$ cat src/rtl/addr_gen_pkg.sv
package addr_gen_pkg;

   // Implementation variant of the program-counter incrementer
   typedef enum logic [0:0] {
      INC_RIPPLE = 1'b0,   // explicit half-adder chain
      INC_ADDER  = 1'b1    // single behavioural add
   } inc_style_e;

   localparam int unsigned ADDR_W_MAX = 32;

endpackage

$ cat src/rtl/ag_incrementer.sv
module ag_incrementer
   import addr_gen_pkg::*;
#(
   parameter int unsigned W     = 4,
   parameter inc_style_e  STYLE = INC_RIPPLE
) (
   input  logic [W-1:0] val_i,
   input  logic         cin_i,
   output logic [W-1:0] sum_o,
   output logic         cout_o
);

   if (STYLE == INC_RIPPLE) begin : g_ripple
      logic [W:0] carry;
      assign carry[0] = cin_i;
      for (genvar i = 0; i < W; i++) begin : g_stage
         // half adder: sum is xor, carry is and
         assign sum_o[i]    = val_i[i] ^ carry[i];
         assign carry[i+1]  = val_i[i] & carry[i];
      end
      assign cout_o = carry[W];
   end else begin : g_adder
      logic [W:0] wide;
      assign wide   = {1'b0, val_i} + {{W{1'b0}}, cin_i};
      assign sum_o  = wide[W-1:0];
      assign cout_o = wide[W];
   end

endmodule

$ cat src/rtl/ag_reg.sv
module ag_reg #(
   parameter int unsigned W = 4
) (
   input  logic         clk,
   input  logic         rst,
   input  logic         en,
   input  logic [W-1:0] d,
   output logic [W-1:0] q
);

   always_ff @(posedge clk) begin
      if (rst)
         q <= '0;
      else if (en)
         q <= d;
   end

endmodule

$ cat src/rtl/ag_addr_mux.sv
module ag_addr_mux #(
   parameter int unsigned W = 4
) (
   input  logic         sel_a,
   input  logic [W-1:0] a,
   input  logic [W-1:0] b,
   output logic [W-1:0] y
);

   for (genvar i = 0; i < W; i++) begin : g_bit
      assign y[i] = sel_a ? a[i] : b[i];
   end

endmodule

$ cat src/rtl/addr_gen_unit.sv
module addr_gen_unit
   import addr_gen_pkg::*;
#(
   parameter int unsigned ADDR_W    = 4,
   parameter inc_style_e  INC_STYLE = INC_RIPPLE
) (
   input  logic              clk,
   input  logic              reset,
   input  logic              inc_pc,
   input  logic              load_mar,
   input  logic              use_pc,
   input  logic [ADDR_W-1:0] data_bus,
   output logic [ADDR_W-1:0] addr,
   output logic              pc_carry
);

   localparam int unsigned WORDS = 1 << ADDR_W;

   if (ADDR_W < 1 || ADDR_W > ADDR_W_MAX) begin : g_bad_width
      $error("addr_gen_unit: ADDR_W out of range");
   end
   if (WORDS < 2) begin : g_bad_words
      $error("addr_gen_unit: address space too small");
   end

   logic [ADDR_W-1:0] pc_q;
   logic [ADDR_W-1:0] pc_next;
   logic [ADDR_W-1:0] mar_q;

   // The increment strobe is the carry-in, so the counter reloads every cycle
   ag_incrementer #(.W(ADDR_W), .STYLE(INC_STYLE)) u_inc (
      .val_i  (pc_q),
      .cin_i  (inc_pc),
      .sum_o  (pc_next),
      .cout_o (pc_carry)
   );

   ag_reg #(.W(ADDR_W)) u_pc (
      .clk (clk),
      .rst (reset),
      .en  (1'b1),
      .d   (pc_next),
      .q   (pc_q)
   );

   ag_reg #(.W(ADDR_W)) u_mar (
      .clk (clk),
      .rst (reset),
      .en  (load_mar),
      .d   (data_bus),
      .q   (mar_q)
   );

   ag_addr_mux #(.W(ADDR_W)) u_mux (
      .sel_a (use_pc),
      .a     (pc_q),
      .b     (mar_q),
      .y     (addr)
   );

endmodule

$ cat config.mk
export PLATFORM = sky130hd
export DESIGN_NAME = addr_gen_unit
export DESIGN_NICKNAME = d
export VERILOG_FILES = /design/src/rtl/addr_gen_pkg.sv /design/src/rtl/ag_incrementer.sv /design/src/rtl/ag_reg.sv /design/src/rtl/ag_addr_mux.sv /design/src/rtl/addr_gen_unit.sv
export SDC_FILE = /design/constraint.sdc
export NUM_CORES = 1
export LEC_CHECK = 0
export BUFFER_PORTS_ARGS = -buffer_cell sky130_fd_sc_hd__buf_2
export CAP_MARGIN = 0
export CORE_AREA = 2 2 39 41
export CTS_CLUSTER_SIZE = 8
export DETAILED_ROUTE_END_ITERATION = 10
export DIE_AREA = 0 0 41 43
export PLACE_DENSITY = 0.49
export SLEW_MARGIN = 40
export SYNTH_ARGS = -nofsm -noshare
export SYNTH_HDL_FRONTEND = slang
export SYNTH_SLANG_ARGS = --single-unit
$ cat constraint.sdc
create_clock -name clk -period 3.28 [get_ports clk]
set_input_delay 0 -clock clk [delete_from_list [all_inputs] [get_ports clk]]
set_output_delay 0 -clock clk [all_outputs]
set_load 0.02 [all_outputs]
==> qor.csv <==
metric;value;unit
antenna fix cells;0;
Post-Syn Area;346.6;um^2
Hold Crit Class;primary input to flip-flop;
Worst-Margin Slew;0.1209;ns
final antenna-violating net count;0;
sum of buffers and inverters on the critical path;1;
number of global-route vias before repair;249;
total gr overflow;0;
sequential area share after synthesis;46.21;%
Mapped Avg Cell Area;11.95;um^2
Post-Route WL;605;um
Core Box Area;1384;um^2
Yosys top cell area share;46.21;%
initial core utilization;25.05;%
period utilisation layout;43.45;%
GRT met2 Usage;12.19;%
number of max-cap violations;0;
CP arrival;1.43;ns
Max VDD drop;0.1614;mV
Crit Path Class;flip-flop to primary output;
CTS tree;done;
Sink Count;8;
YS warnings;0;
skew final;0.003850;ns
largest cells by area after synthesis;dfxtp_1 46%, ha_1 14%, mux2_1 13%, mux2i_1 12%, nor2b_1 7.2%;
Via Count;262;
XOR/XNOR Fraction of Synth Area;0;%
main combinational cell family by area after synthesis;multiplexers;
mux contribution to synthesized area;24.55;%
max incr delay on CP;0.32;ns
PwrDens;432.7;nW/um^2
Boundary Pins;14;
run status;finished, final reports clean;
detailed-route wire length per cell;9.453;um
adder-cell share of the synthesized area;14.44;%
DRC viols;0;
post-CTS sizing;0;
Post-Synthesis Cells;29;
Slew headroom;91.71;%
Hold Fails Final Rpt;0;
Die Height;43;um
initial DRC count;0;
die width;41;um
die area;1763;um^2
Startpoint Class;flip-flop;
Yosys top cell by area;dfxtp_1;
Final nets;63;
Synth Area in Compound Gates;0;%
Finish-stage setup viols;0;
root buf cell;clkbuf_4;
CTS max path bufs;2;
Post CTS Setup Buffer Count;0;
crit end category;primary output;
crit path cell chain;ha_1 -> ha_1 -> ha_1 -> ha_1 -> buf_2;
Tmin final;1.425;ns
Worst path most repeated cell;ha_1;
Hold-fix buffers, CTS;4;
Clock Latency Late Sink;0.25;ns
H-tree Lvls;1;
crit-path leading delay family;adder cells;
Pins Over Slew Limit;0;
Fill cells;147;
worst-path cell with the longest stage delay;dfxtp_1;
port bufs;13;
reg2reg setup slack;1.94;ns
crit path max fanout;2;
Overall Global Routing Usage;8.853;%
post-synthesis simple-gate area fraction;11.55;%
synthesized net count;42;
GP Congestion;0.5522;
RSZ-0062 raised after global routing;false;
Yosys cell types;7;
leakage power;0.2597;nW
Clk pin slew, worst setup/hold paths;0.06;ns
DR pass1 iterations;1;
Rows;14;
busiest grt layer;met2;
final setup TNS;0;ns
met1 usage;9.709;%
largest net degree at the start of global routing;9;
Yosys reg bits;8;
final instance area;483.0;um^2
Placed Area;420.4;um^2
initial antenna violation count;0;
Layout area overhead;39.35;%
grt met3 use;3.665;%
number of vias per cell;4.094;
critical path required time;3.28;ns
Max Fclk;0.7017;GHz
total CTS buffers;3;
first-pass GRT wire length;993;um
layout cells sized above 1;33.33;%
==> routing by layer <==
layer	part of all wire (%)	wire length (um)
met5	0	0
met3	5.3	32
met2	51	306
met4	1.3	8
met1	42	257
==> metrics by stage <==
| step | std cells | hold slack [ns] | util [%] | power, mW | worst slack, ns |
|---|---|---|---|---|---|
| after CTS | 64 | 0.02445 | 34.90 | 0.2125 | 1.835 |
| after global placement | 57 | 0.2431 | 30.38 | 0.1339 | 1.956 |
| after global routing | 64 | 0.04481 | 34.90 | 0.2216 | 1.800 |
| after floorplan | 29 | 0.07161 | - | 0.1237 | 2.002 |
| final | 64 | 0.02464 | 34.90 | 0.2090 | 1.855 |
| after detailed placement | 57 | 0.2434 | 30.38 | 0.1342 | 1.931 |
==> cell families (layout without fill, tap and decap cells) <==
family	Yosys count	count (layout)
simple gates	8	8
fa+ha+maj	4	4
mux	8	8
flops	8	8
buf+inv	1	20
==> report_power, final <==
part	switching, mW	leakage, nW	internal [mW]
Sequential	0.00261	0.0657	0.103
Combinational	0.0136	0.180	0.0162
Clock	0.0320	0.0138	0.0418
==> cell type report <==
type	count	area, um^2	area share [%]
Multi-Input combinational cell	20	175.2	36.27
Timing Repair Buffer	17	105.1	21.76
Sequential cell	8	160.2	33.16
Tap cell	16	20.02	4.145
Clock buffer	3	22.52	4.663
==> worst reg2reg max path, delay by kind of cell (launching register included) <==
| kind | cells | cell delay [ns] |
|---|---|---|
| fa+ha+maj | 4 | 0.80 |
| flops | 1 | 0.32 |
| simple gates | 1 | 0.12 |
==> state kept, by name (all words and copies together) (netlist names) <==
signal	cells
u_mar.q	4
u_pc.q	4
==> synth_stat cells <==
cell	n
buf_6	1
nor2b_1	4
mux2_1	4
dfxtp_1	8
nor2_1	4
mux2i_1	4
ha_1	4
==> placed cells by master (no fill, tap or decap) <==
cell type      Yosys  layout
clkbuf_4           0       3
ha_1               4       4
dfxtp_1            8       8
nor2b_1            4       4
nor2_1             4       4
mux2i_1            4       4
buf_2              0      13
mux2_1             4       4
dlygate4sd3_1      0       4
==> final timing paths <==
path              startpoint         end  cells past startpoint
hold / removal         reset   u_pc.q[2]                      2
setup reg to reg   u_pc.q[0]   u_pc.q[3]                      5
setup / recovery   u_pc.q[0]    pc_carry                      5
hold reg to reg   u_mar.q[1]  u_mar.q[1]                      2
Note: power is estimated with default switching activity, not from simulation.
